<file path="src/rtl/afu_pkg.sv">
package afu_pkg;
  typedef enum logic [2:0] {
    OP_ADD  = 3'd0,
    OP_ADDC = 3'd1,
    OP_SUB  = 3'd2,
    OP_SUBB = 3'd3,
    OP_CMP  = 3'd4,
    OP_NEG  = 3'd5,
    OP_RSV6 = 3'd6,
    OP_RSV7 = 3'd7
  } afu_op_e;

  typedef enum logic [1:0] {
    WR_LOAD = 2'd0,
    WR_AND  = 2'd1,
    WR_OR   = 2'd2,
    WR_XOR  = 2'd3
  } ccr_wr_e;

  localparam int CCR_W  = 8;
  localparam int CCR_I  = 7;
  localparam int CCR_UH = 6;
  localparam int CCR_H  = 5;
  localparam int CCR_UL = 4;
  localparam int CCR_N  = 3;
  localparam int CCR_Z  = 2;
  localparam int CCR_V  = 1;
  localparam int CCR_C  = 0;

  typedef struct packed {
    logic h;
    logic n;
    logic z;
    logic v;
    logic c;
  } arith_flags_t;
endpackage

</file>
<file path="src/rtl/afu_addsub.sv">
module afu_addsub
  import afu_pkg::*;
#(
  parameter int W = 8
) (
  input  logic [W-1:0]  a,
  input  logic [W-1:0]  b,
  input  logic          sub,
  input  logic          cin,
  output logic [W-1:0]  sum,
  output arith_flags_t  flags
);
  // half-carry tap: carry out of bit W-5 (bit 3 for bytes, bit 11 for words)
  localparam int HB = W - 5;

  logic [W-1:0]  bx;
  logic          ci;
  logic [W:0]    full;
  logic [HB+1:0] low;

  always_comb begin
    bx   = sub ? ~b : b;
    ci   = sub ? ~cin : cin;
    full = {1'b0, a} + {1'b0, bx} + {{W{1'b0}}, ci};
    low  = {1'b0, a[HB:0]} + {1'b0, bx[HB:0]} + {{(HB+1){1'b0}}, ci};
    sum  = full[W-1:0];
    flags.c = sub ? ~full[W] : full[W];
    flags.h = sub ? ~low[HB+1] : low[HB+1];
    flags.v = (a[W-1] == bx[W-1]) && (full[W-1] != a[W-1]);
    flags.n = full[W-1];
    flags.z = (full[W-1:0] == '0);
  end
endmodule

</file>
<file path="src/rtl/afu_ccr.sv">
module afu_ccr
  import afu_pkg::*;
(
  input  logic             clk,
  input  logic             rst,
  input  logic             wr_en,
  input  logic [1:0]       wr_mode,
  input  logic [CCR_W-1:0] wr_data,
  input  logic             upd_en,
  input  arith_flags_t     upd_flags,
  input  logic             exc,
  output logic [CCR_W-1:0] ccr
);
  logic [CCR_W-1:0] nxt;

  always_comb begin
    nxt = ccr;
    if (wr_en) begin
      unique case (ccr_wr_e'(wr_mode))
        WR_LOAD: nxt = wr_data;
        WR_AND:  nxt = ccr & wr_data;
        WR_OR:   nxt = ccr | wr_data;
        WR_XOR:  nxt = ccr ^ wr_data;
        default: nxt = ccr;
      endcase
    end else if (upd_en) begin
      nxt[CCR_H] = upd_flags.h;
      nxt[CCR_N] = upd_flags.n;
      nxt[CCR_Z] = upd_flags.z;
      nxt[CCR_V] = upd_flags.v;
      nxt[CCR_C] = upd_flags.c;
    end
    if (exc) nxt[CCR_I] = 1'b1;
  end

  // mask bit: the only flag with a reset value
  always_ff @(posedge clk) begin
    if (rst) ccr[CCR_I] <= 1'b1;
    else     ccr[CCR_I] <= nxt[CCR_I];
  end

  // remaining flags keep whatever they held through reset
  always_ff @(posedge clk) begin
    ccr[CCR_I-1:0] <= nxt[CCR_I-1:0];
  end


  exc_sets_mask_chk: assert property (@(posedge clk) disable iff (rst)
    (!rst && exc) |=> ccr[CCR_I]);


  user_bits_hold_chk: assert property (@(posedge clk) disable iff (rst)
    (!rst && !wr_en && !exc) |=>
      (ccr[CCR_I] == $past(ccr[CCR_I])) && (ccr[CCR_UH] == $past(ccr[CCR_UH]))
      && (ccr[CCR_UL] == $past(ccr[CCR_UL])));
endmodule

</file>
<file path="src/rtl/arith_flag_unit.sv">
module arith_flag_unit
  import afu_pkg::*;
#(
  parameter int WORD_W = 16,
  parameter int BYTE_W = 8
) (
  input  logic              clk,
  input  logic              rst,
  input  logic              op_valid,
  input  logic [2:0]        op_sel,
  input  logic              size_word,
  input  logic              carry_in,
  input  logic [WORD_W-1:0] opa,
  input  logic [WORD_W-1:0] opb,
  input  logic              ccr_wr,
  input  logic [1:0]        ccr_wr_mode,
  input  logic [CCR_W-1:0]  ccr_wr_data,
  input  logic              exc_entry,
  output logic [WORD_W-1:0] result,
  output logic              result_valid,
  output logic [CCR_W-1:0]  ccr
);
  localparam int NSZ = 2;

  afu_op_e           op;
  logic              arith_op;
  logic              writes_back;
  logic              is_sub;
  logic              cin_eff;
  logic [WORD_W-1:0] a_eff;
  logic [WORD_W-1:0] sum_ext [NSZ];
  arith_flags_t      fl      [NSZ];
  logic [WORD_W-1:0] sel_sum;
  arith_flags_t      sel_fl;

  always_comb begin
    op          = afu_op_e'(op_sel);
    arith_op    = op_valid && (op_sel <= OP_NEG);
    writes_back = arith_op && (op != OP_CMP);
    is_sub      = (op == OP_SUB) || (op == OP_SUBB) || (op == OP_CMP) || (op == OP_NEG);
    cin_eff     = ((op == OP_ADDC) || (op == OP_SUBB)) && carry_in;
    a_eff       = (op == OP_NEG) ? '0 : opa;
  end

  // one adder lane per operand size: index 0 byte, index 1 word
  for (genvar g = 0; g < NSZ; g++) begin : g_lane
    localparam int W = (g == 0) ? BYTE_W : WORD_W;
    logic [W-1:0] s;
    afu_addsub #(.W(W)) u_addsub (
      .a     (a_eff[W-1:0]),
      .b     (opb[W-1:0]),
      .sub   (is_sub),
      .cin   (cin_eff),
      .sum   (s),
      .flags (fl[g])
    );
    assign sum_ext[g] = WORD_W'(s);
  end

  assign sel_sum = size_word ? sum_ext[1] : sum_ext[0];
  assign sel_fl  = size_word ? fl[1] : fl[0];

  always_ff @(posedge clk) begin
    if (rst) begin
      result       <= '0;
      result_valid <= 1'b0;
    end else begin
      result_valid <= writes_back;
      if (writes_back) result <= sel_sum;
    end
  end

  afu_ccr u_ccr (
    .clk       (clk),
    .rst       (rst),
    .wr_en     (ccr_wr),
    .wr_mode   (ccr_wr_mode),
    .wr_data   (ccr_wr_data),
    .upd_en    (arith_op),
    .upd_flags (sel_fl),
    .exc       (exc_entry),
    .ccr       (ccr)
  );


  nz_track_result_chk: assert property (@(posedge clk) disable iff (rst)
    (!rst && writes_back && !ccr_wr) |=>
      (ccr[CCR_Z] == (result == '0)) &&
      (ccr[CCR_N] == ($past(size_word) ? result[WORD_W-1] : result[BYTE_W-1])));


  cmp_no_writeback_chk: assert property (@(posedge clk) disable iff (rst)
    (!rst && op_valid && op_sel == OP_CMP) |=> !result_valid && $stable(result));


  idle_flags_hold_chk: assert property (@(posedge clk) disable iff (rst)
    (!rst && !arith_op && !ccr_wr && !exc_entry) |=> $stable(ccr) && !result_valid);
endmodule

</file>
<file path="config.mk">
export PLATFORM = sky130hd
export DESIGN_NAME = arith_flag_unit
export DESIGN_NICKNAME = d
export VERILOG_FILES = /design/src/rtl/afu_pkg.sv /design/src/rtl/afu_addsub.sv /design/src/rtl/afu_ccr.sv /design/src/rtl/arith_flag_unit.sv
export SDC_FILE = /design/constraint.sdc
export NUM_CORES = 1
export LEC_CHECK = 0
export BUFFER_PORTS_ARGS = -buffer_cell sky130_fd_sc_hd__buf_2
export CAP_MARGIN = 10
export CORE_UTILIZATION = 38
export DETAILED_ROUTE_END_ITERATION = 16
export SLEW_MARGIN = 20
export SYNTH_ARGS = -nofsm -noshare
export SYNTH_HDL_FRONTEND = slang
export SYNTH_SLANG_ARGS = --single-unit
</file>
<file path="constraint.sdc">
create_clock -name clk -period 13.5 [get_ports clk]
set_input_delay 2.7 -clock clk [delete_from_list [all_inputs] [get_ports clk]]
set_output_delay 2.7 -clock clk [all_outputs]
set_load 0.01 [all_outputs]
</file>
# Word-level counts from Yosys, hierarchy flattened
# Cells that the tools add are included.
dict set report word_totals {
  elab_cells 66
  register_bits 25
}
dict set report classes {
  reduce_logical 14
  n_bitwise 10
  addsub 8
  muxes 15
  eq_ne 13
  order_cmp 1
}
# cell count
set op_table {}
lappend op_table {{$mux W16} 3}
lappend op_table {{$pmux W8 S4} 1}
lappend op_table {{$add A16 B16 Y17} 1}
lappend op_table {{$add A17 B1 Y17} 1}
lappend op_table {{$logic_not A16 Y1} 1}
lappend op_table {{$not A16 Y16} 1}
lappend op_table {{$add A12 B12 Y13} 1}
lappend op_table {{$add A13 B1 Y13} 1}
lappend op_table {{$add A8 B8 Y9} 1}
lappend op_table {{$add A9 B1 Y9} 1}
lappend op_table {{$and A8 B8 Y8} 1}
lappend op_table {{$logic_not A8 Y1} 1}
lappend op_table {{$mux W4} 2}
lappend op_table {{$mux W8} 1}
lappend op_table {{$not A8 Y8} 1}
lappend op_table {{$or A8 B8 Y8} 1}
lappend op_table {{$xor A8 B8 Y8} 1}
lappend op_table {{$mux W1} 7}
lappend op_table {{$eq A3 B2 Y1 const B} 2}
lappend op_table {{$eq A3 B3 Y1 const B} 2}
lappend op_table {{$add A4 B4 Y5} 1}
lappend op_table {{$add A5 B1 Y5} 1}
lappend op_table {{$logic_and A1 B1 Y1} 5}
lappend op_table {{$mux W5} 1}
lappend op_table {{other kinds (12)} 22}

# Longest topological paths before layout
# Gate-level depths: netlist (run 1).
dict set report logic_depth {
  ltp_word 12
  mapped_depth 13
  depth_no_buf 11
}

# Modules after synthesis
# A second synthesis (run 1) with hierarchy kept.
dict set report hier_totals {
  hier_cells 378
  area_unflattened_um2 3229.3
}
# module area_per_inst_um2 n_inst seq_area_each_um2 cells_per_inst
set by_module_without_submodules {}
lappend by_module_without_submodules {{afu_addsub (g_lane[1].u_addsub)} 984.7 1 0.0 126}
lappend by_module_without_submodules {arith_flag_unit 942.2 1 340.3 104}
lappend by_module_without_submodules {afu_ccr 794.5 1 230.2 81}
lappend by_module_without_submodules {{afu_addsub (g_lane[0].u_addsub)} 508.0 1 0.0 67}

# Least setup slack after synthesis (run 1)
# Ideal clock, no wire load.
dict set report synth_path {
  kind {input to register}
  start {input op_sel[1]}
  end {register u_ccr.ccr[2] (data pin)}
  path_stages 13
  arrival_time_ns 6.866
  slack_ns 6.469
  cell_sequence {clkbuf_1 -> xnor2_1 -> clkbuf_1 -> xnor2_1 -> fa_1 -> fa_1 -> a211oi_2 -> nor2_1 -> xor2_1 -> or3_1 -> or3_1 -> or4b_1 -> o31ai_2}
}
dict set report synth_via {
  elab_chain_cells 11
  word_cells_on_any_way 24
  classes_between {add/sub: 4; eq/ne: 5; mux: 7; bitwise: 1; reduce/logical: 7}
}
# item line
set synth_rtl {}
lappend synth_rtl {{from (decl)} arith_flag_unit.sv:10} ;# input logic [2:0] op_sel,
lappend synth_rtl {{$eq A3 B2 Y1 (on tied branches)} {arith_flag_unit.sv:40, arith_flag_unit.sv:41}}
lappend synth_rtl {{$logic_or A1 B1 Y1 (3 in series)} arith_flag_unit.sv:40} ;# is_sub = (op == OP_SUB) || (op == OP_SUBB) || (op == OP_CMP) || (op == OP_NEG);
lappend synth_rtl {{$mux W16 or $mux W8 (tied branches)} afu_addsub.sv:22} ;# bx = sub ? ~b : b;
lappend synth_rtl {{$add A16 B16 Y17 or $add A8 B8 Y9 (tied branches)} afu_addsub.sv:24} ;# full = {1'b0, a} + {1'b0, bx} + {{W{1'b0}}, ci};
lappend synth_rtl {{$add A17 B1 Y17 or $add A9 B1 Y9 (tied branches)} afu_addsub.sv:24}
lappend synth_rtl {{$logic_not A16 Y1 or $logic_not A8 Y1 (tied branches)} afu_addsub.sv:31} ;# flags.z = (full[W-1:0] == '0);
lappend synth_rtl {{$mux W5 (*)} arith_flag_unit.sv:61} ;# assign sel_fl = size_word ? fl[1] : fl[0];
lappend synth_rtl {{$mux W4 (*)} afu_ccr.sv:26} ;# end else if (upd_en) begin
lappend synth_rtl {{$mux W4 (*)} afu_ccr.sv:18} ;# if (wr_en) begin
lappend synth_rtl {{named net u_ccr.nxt[2]} afu_ccr.sv:14} ;# logic [CCR_W-1:0] nxt;
lappend synth_rtl {{to (signal, indexed assignment)} afu_ccr.sv:44} ;# ccr[CCR_I-1:0] <= nxt[CCR_I-1:0];
lappend synth_rtl {{to (decl)} afu_ccr.sv:12} ;# output logic [CCR_W-1:0] ccr
# The timed path passes the listed nets; every way through them passes the cells marked *. The select of a mux whose other input is x is not followed.
# A chain may end at the register's enable or synchronous reset.

# Final worst setup path (run 1)
# Same ends and word-level chain as after synthesis.

==> flow_summary.ini, run 1 <==
[status]
run_status = finished clean

[power]
clkPwrFrac = 0.144
seqPwrFrac = 0.290
power.density_nw_per_um2 = 99.4
vdd_drop_max_mv = 0.0369
p_int_mw = 0.183
power_mw = 0.318
p_switching_mw = 0.135
p_comb_frac = 0.566
swShare = 0.424
leakagePower_nw = 1.47

[synth]
yosysUniqueCellTypes = 57
yosys_register_bits = 25
synth_area_per_cell_um2 = 8.12
synthArstFlopShare = 0
synth_area_leaders = ha_1 14%, dfxtp_1 13%, xnor2_1 8.1%
synth_nets = 418
yosys.area.top_type = ha_1
synth.top_cell.area_share = 0.144
synth_ff_type = dfxtp_1
ys_warn_count = 0
synth.most_common_cell = nor2_1
synth-seq-area-share = 0.211
synth.cells.most_frequent = 36 x nor2_1, 33 x inv_1, 31 x ha_1, 30 x nand2_1, 25 x xnor2_1
synth_edf_count = 7
synth_cells = 333
netlist_area_um2 = 2700

[setup_path]
crit_required_ps = 13610
crit_fanout = 16
crit_type = in2reg
cp-start-kind = input port
end_kind = flop
arrival_ps = 6500

[detailed_routing]
route.antenna.remaining_nets = 0
routed_wl_um = 6970
viasPerCell = 5.12
wire_per_inst_um = 14.1
drc = 0
drt_pre_antenna_iters = 4
drtIter0Drc = 155
vias = 2536

[clocking]
clkTransAtPathRegs_ps = 90
clock-sinks = 25
numCtsBuffers = 3
cts_tree = built
cts_setup_buffers = 0
cts_hold_buf = 0
cts_root_buffer = clkbuf_8
cts-htree-levels = 1
clockBufferDepth = 2
cts_resized = 0
clock_latency_ps = 270

[final_layout]
final_layout_size_suffix_gt1_frac = 0.243
areaGrowthSynthToFinish_pct = 18.3
multi_input_area_um2 = 1950
n_fill_cell = 728
diodes = 0
seq_area_um2 = 571
final_nets = 485

[die]
dieArea_um2 = 7450
start_util = 0.396
rows = 30
die_w_um = 86.3
fp.coreArea_um2 = 6830
io_pins = 77
die_h_um = 86.3

[placed_design]
dp_slack_ps = 6780
place.gp.congestion = 0.879
portBuffers = 76
place_hpwl_um = 5740

[grt]
grt_pass1_vias = 2431
grt_pass1_wl_um = 11300
antenna_found_initial = 0
grt_max_degree = 21
grt_overflow = 0
grtUsageTotal = 0.191

[worst_hold_path]
hp-class = reg2reg

[sta]
maxClockFrequency_ghz = 0.156
worst_slack_ps = 7110
rsz0062_at_grt = false
min_period_ps = 6390
fin_crit_sh = 0.474
slew_headroom = 0.579
fin_skew_ps = 0
setup_viol = 0
setup_tns_ps = 0
hold_slack_ps = 462
maxSlewViolCount = 0
finalHoldViolCount = 0
worst_pin_slew_ps = 630

[run]
cap_violations = 0
-- state kept, by name, summed over array words and instances, names as in the netlist --
name,count
result,16
result_valid,1
u_ccr.ccr,8
-- final timing paths --
check                from      endpoint  slack, ps  cells after the start
min reg2reg     result[0]     result[0]        460                      2
max             op_sel[1]  u_ccr.ccr[2]       7110                     12
min             result[0]     result[0]        460                      2
max reg2reg  u_ccr.ccr[2]  u_ccr.ccr[2]      11780                      5
-- power groups by stage --
| stage | logic, mW | registers [mW] | clock network [mW] |
|---|---|---|---|
| floorplan | 0.125 | 0.0974 | 0 |
| global placement | 0.177 | 0.0940 | 0 |
| detailed placement | 0.179 | 0.0940 | 0 |
| CTS | 0.180 | 0.0923 | 0.0469 |
| global route | 0.201 | 0.0933 | 0.0496 |
| finish | 0.180 | 0.0922 | 0.0457 |
-- stage by stage --
step           std cells  area, um^2   util
6_report             495        3200  0.468
5_1_grt              495        3200  0.468
4_1_cts              495        3200  0.468
3_5_place_dp         491        3150  0.461
3_3_place_gp         491        3150  0.461
2_1_floorplan        333        2700      -
-- cells by family after synthesis --
group	Yosys count	share of synthesized area
AND/OR/NAND/NOR	111	0.198
AO/OA/AOI/OAI	74	0.192
adder cells (fa/ha/maj)	33	0.158
buffers and inverters	48	0.0708
flip-flops	25	0.211
multiplexers	10	0.0662
XOR/XNOR	32	0.104
-- critical path: stages --
cell       delay, ps
buf_2            140
nand3b_1         430
and2_1           330
fa_1             470
fa_1             430
a211oi_2         300
nor4_1           110
o32ai_2          430
mux2i_1          240
o2111ai_1        170
or4b_1           560
o31ai_2          190
-- cell type report --
cell class,instances,share of cell area
repair buffers,77,0.121
multi-input cells,260,0.609
inverters,33,0.0387
clock inverters,1,0.00196
clock buffers,3,0.0129
well taps,96,0.0376
flip-flops and latches,25,0.178
-- cells in the final DEF, fill, tap and decap left out, drive strengths merged, types with 7 or more instances in the layout --
cell type	netlist	final
ha	31	31
buf	5	77
edfxtp	7	7
and2	16	16
o21ai	13	13
xnor2	25	25
nor2	36	36
a21oi	19	19
dfxtp	18	18
nand2	30	30
xor2	7	7
inv	33	34
-- layer usage --
layer / vias up / track usage / share of wire
li1: 1303 / - / -
met1: 1149 / 0.248 / 0.46
met2: 75 / 0.333 / 0.47
met3: 9 / 0.0152 / 0.041
met4: 0 / 0.0697 / 0.020
met5: - / 0 / 0
No activity file was read; power rests on OpenSTA's default activity.
==> run 2: changes to the inputs <==
Clock period 13.5 ns to 6.21 ns, I/O delays scaled along.
==> flow_summary.ini, run 2 (synthesized netlist as in run 1, its figures left out) <==
[clocking]
clock-sinks = 25
cts_hold_buf = 0
cts_setup_buffers = 0
clkTransAtPathRegs_ps = 90
cts_tree = built
cts_root_buffer = clkbuf_8
numCtsBuffers = 3
cts_resized = 0
clockBufferDepth = 2
cts-htree-levels = 1
clock_latency_ps = 270

[final_layout]
regMostFlops = result
final_cell_mix = 76 x buf_2, 36 x nor2_1, 33 x inv_1
diodes = 0
largest_reg_flops = 16
final_layout_size_suffix_gt1_frac = 0.243
final_nets = 485
top_regs = result (16), u_ccr.ccr (8), result_valid (1)
finalNonFillerCells = 495
n_fill_cell = 723
areaGrowthSynthToFinish_pct = 18.3
final_common_cell = buf_2

[sta]
worst_pin_slew_ps = 620
setup_tns_ps = 0
min_period_ps = 4980
setup_viol = 0
maxClockFrequency_ghz = 0.201
fin_crit_sh = 0.802
finalHoldViolCount = 0
maxSlewViolCount = 0
slew_headroom = 0.586
rsz0062_at_grt = false
fin_skew_ps = 0

[die]
rows = 30
fp.coreArea_um2 = 6830
die_w_um = 86.3
start_util = 0.396
io_pins = 77
die_h_um = 86.3
dieArea_um2 = 7450

[placed_design]
place_hpwl_um = 5810
place.gp.congestion = 0.877
dp.cells = 491
portBuffers = 76

[setup_path]
reg2reg_to = u_ccr.ccr[2]
cp-start-kind = input port
end_kind = flop
cp_slowest_stage_delay_ps = 560
critPathLaunch = op_sel[1]
r2r_slack_ps = 4470
crit_fanout = 16
crit_end = u_ccr.ccr[2]
reg2reg_depth = 5
crit_chain = buf_2 -> nand3b_1 -> and2_1 -> fa_1 -> fa_1 -> a211oi_2 -> nor4_1 -> o32ai_2 -> mux2i_1 -> o2111ai_1 -> or4b_1 -> o31ai_2
crit_type = in2reg
crit_path_frequent_cell = fa_1
reg2reg_from = u_ccr.ccr[2]
cp_slowest_cell = or4b_1
crit_required_ps = 6310
arrival_ps = 5080

[detailed_routing]
vias = 2556
drt_pre_antenna_iters = 4
viasPerCell = 5.16
route.antenna.remaining_nets = 0
drtIter0Drc = 105
drc = 0
routed_wl_um = 6980
wire_per_inst_um = 14.1

[grt]
grtUsageTotal = 0.187
grt_pass1_wl_um = 11100
grt_max_degree = 21
grt_pass1_vias = 2341
antenna_found_initial = 0
grt_overflow = 0

[worst_hold_path]
hp-class = reg2reg

[power]
vdd_drop_max_mv = 0.0712
leakagePower_nw = 1.47
power.density_nw_per_um2 = 215

[run]
cap_violations = 0

[status]
run_status = finished clean
==> run 2: cell counts in the layout (fill, tap and decap cells not counted) <==
No cell type changed its count.
==> run 2: layout make-up <==
| cell class | count | area [um^2] | share of cell area |
|---|---|---|---|
| clock buffer | 3 | 41.3 | 0.0129 |
| sequential | 25 | 571 | 0.178 |
| multi-input combinational | 260 | 1950 | 0.609 |
| inverter | 33 | 124 | 0.0387 |
| tap | 96 | 120 | 0.0376 |
| timing repair buffer | 77 | 388 | 0.121 |
| clock inverter | 1 | 6.26 | 0.00196 |
==> run 2: worst min-delay path by stage <==
stage	start	end	slack, ps	cells past startpoint
after global placement	result[3]	result[3]	440	2
after CTS	result[5]	result[5]	460	2
final	result[0]	result[0]	460	2
after detailed placement	result[5]	result[5]	450	2
after floorplan	result[5]	result[5]	480	2
after global routing	result[0]	result[0]	480	2
==> run 2: metrics by stage <==
stage          setup WS [ps]  power, mW   util  hold WS, ps  area [um^2]
2_1_floorplan            637      0.484      -          476         2700
3_3_place_gp            1010      0.589  0.461          443         3150
3_5_place_dp             935      0.594  0.461          448         3150
4_1_cts                 1200      0.692  0.468          461         3200
5_1_grt                  911      0.748  0.468          477         3200
6_report                1230      0.688  0.468          458         3200
==> run 2: power by group <==
group          internal, mW  switching [mW]  leakage, nW
logic                 0.163           0.227         1.23
clock network        0.0457          0.0519       0.0260
registers             0.189          0.0114        0.218
total                 0.398           0.290         1.47
==> run 2: per-layer routing <==
| layer | routed length [um] | vias up | part of all wire | track usage |
|---|---|---|---|---|
| met5 | 0 | - | 0 | 0 |
| met1 | 3270 | 1191 | 0.47 | 0.245 |
| met3 | 215 | 6 | 0.031 | 0.0143 |
| li1 | - | 1299 | - | - |
| met2 | 3380 | 60 | 0.48 | 0.331 |
| met4 | 109 | 0 | 0.016 | 0.0485 |
==> run 2: critical path, delay by kind of cell <==
kind            cells  cell delay, ps
mux                 1             240
fa+ha+maj           2             900
buf+inv             1             140
simple gates        4            1450
compound gates      4            1100
==> run 3: changes to the inputs <==
Clock period 6.21 ns to 5.1 ns, I/O delays scaled along.
==> flow_summary.ini, run 3 (synthesized netlist as in run 1, its figures left out) <==
[die]
die_h_um = 86.3
io_pins = 77
fp.coreArea_um2 = 6830
rows = 30
die_w_um = 86.3
start_util = 0.396
dieArea_um2 = 7450

[final_layout]
areaGrowthSynthToFinish_pct = 18.6
regMostFlops = result
final_cell_mix = 76 x buf_2, 36 x nor2_1, 33 x inv_1
top_regs = result (16), u_ccr.ccr (8), result_valid (1)
largest_reg_flops = 16
final_layout_size_suffix_gt1_frac = 0.245
final_common_cell = buf_2
n_fill_cell = 718
finalNonFillerCells = 496
diodes = 0
final_nets = 486
final_area_um2 = 3210

[detailed_routing]
drt_pre_antenna_iters = 4
vias = 2530
route.antenna.remaining_nets = 0
drtIter0Drc = 152
viasPerCell = 5.10
drc = 0
routed_wl_um = 6870
wire_per_inst_um = 13.8

[grt]
grt_overflow = 0
grt_pass1_wl_um = 11000
grt_max_degree = 21
grt_pass1_vias = 2365
grtUsageTotal = 0.185
antenna_found_initial = 0

[worst_hold_path]
whs_path_depth = 2
hp-class = reg2reg
hold_path_end = result[5]
min-delay-start = result[5]

[clocking]
cts_resized = 0
clkTransAtPathRegs_ps = 90
cts_setup_buffers = 0
clockBufferDepth = 2
cts_root_buffer = clkbuf_8
cts_hold_buf = 0
numCtsBuffers = 3
cts-htree-levels = 1
clock-sinks = 25
cts_tree = built
clock_latency_ps = 270

[run]
cap_violations = 0

[sta]
slew_headroom = 0.571
setup_tns_ps = 0
worst_pin_slew_ps = 642
maxClockFrequency_ghz = 0.223
fin_crit_sh = 0.880
worst_slack_ps = 612
min_period_ps = 4490
finalHoldViolCount = 0
fin_skew_ps = 0
setup_viol = 0
maxSlewViolCount = 0
rsz0062_at_grt = false

[power]
power.density_nw_per_um2 = 261
leakagePower_nw = 1.48
power_mw = 0.837
vdd_drop_max_mv = 0.0899

[status]
run_status = finished clean

[setup_path]
crit_fanout = 16
reg2reg_from = u_ccr.ccr[2]
end_kind = flop
arrival_ps = 4590
reg2reg_depth = 5
r2r_slack_ps = 3380
cp-start-kind = input port
crit_type = in2reg
crit_required_ps = 5210
reg2reg_to = u_ccr.ccr[2]
critPathLaunch = op_sel[1]

[placed_design]
dp_slack_ps = 307
place.gp.congestion = 0.885
portBuffers = 76
placed_area_um2 = 3160
dp.cells = 492
place_hpwl_um = 5740
-- run 3: how the worst max path moves through the flow --
stage / slack, ps / to
finish: 610 / u_ccr.ccr[2]
global route: 350 / u_ccr.ccr[2]
CTS: 570 / u_ccr.ccr[2]
detailed placement: 310 / u_ccr.ccr[2]
global placement: 380 / u_ccr.ccr[2]
floorplan: 160 / u_ccr.ccr[2]
-- run 3: worst max-delay path: stages --
cell and delay [ps]:
buf_2 140, nand3b_1 160, buf_4 180, and2_1 180, fa_1 470, fa_1 430, a211oi_2 320, nor4_1 110
o32ai_2 420, mux2i_1 220, o2111ai_1 180, or4b_1 570, o31ai_2 180
-- run 3: cell type report --
| type | instances | area, um^2 | area share |
|---|---|---|---|
| clock inverters | 1 | 6.26 | 0.00195 |
| well taps | 96 | 120 | 0.0375 |
| flip-flops and latches | 25 | 571 | 0.178 |
| clock buffers | 3 | 41.3 | 0.0129 |
| multi-input cells | 260 | 1950 | 0.608 |
| repair buffers | 78 | 395 | 0.123 |
| inverters | 33 | 124 | 0.0386 |
-- run 3: where the power goes --
part | internal [mW] | switching [mW] | total (mW)
combinational | 0.199 | 0.275 | 0.474
clock | 0.0558 | 0.0645 | 0.120
sequential | 0.230 | 0.0132 | 0.243
-- run 3: metrics by stage --
stage | hold slack (ps) | utilization
2_1_floorplan | 476 | -
6_report | 456 | 0.469
5_1_grt | 470 | 0.469
3_3_place_gp | 444 | 0.462
3_5_place_dp | 445 | 0.462
4_1_cts | 459 | 0.469
-- run 3: per-layer routing --
layer | global-route usage | vias up | wire (um)
li1 | - | 1308 | -
met1 | 0.241 | 1161 | 3390
met2 | 0.329 | 57 | 3210
met3 | 0.0162 | 4 | 203
met4 | 0.0485 | 0 | 69
met5 | 0 | - | 0
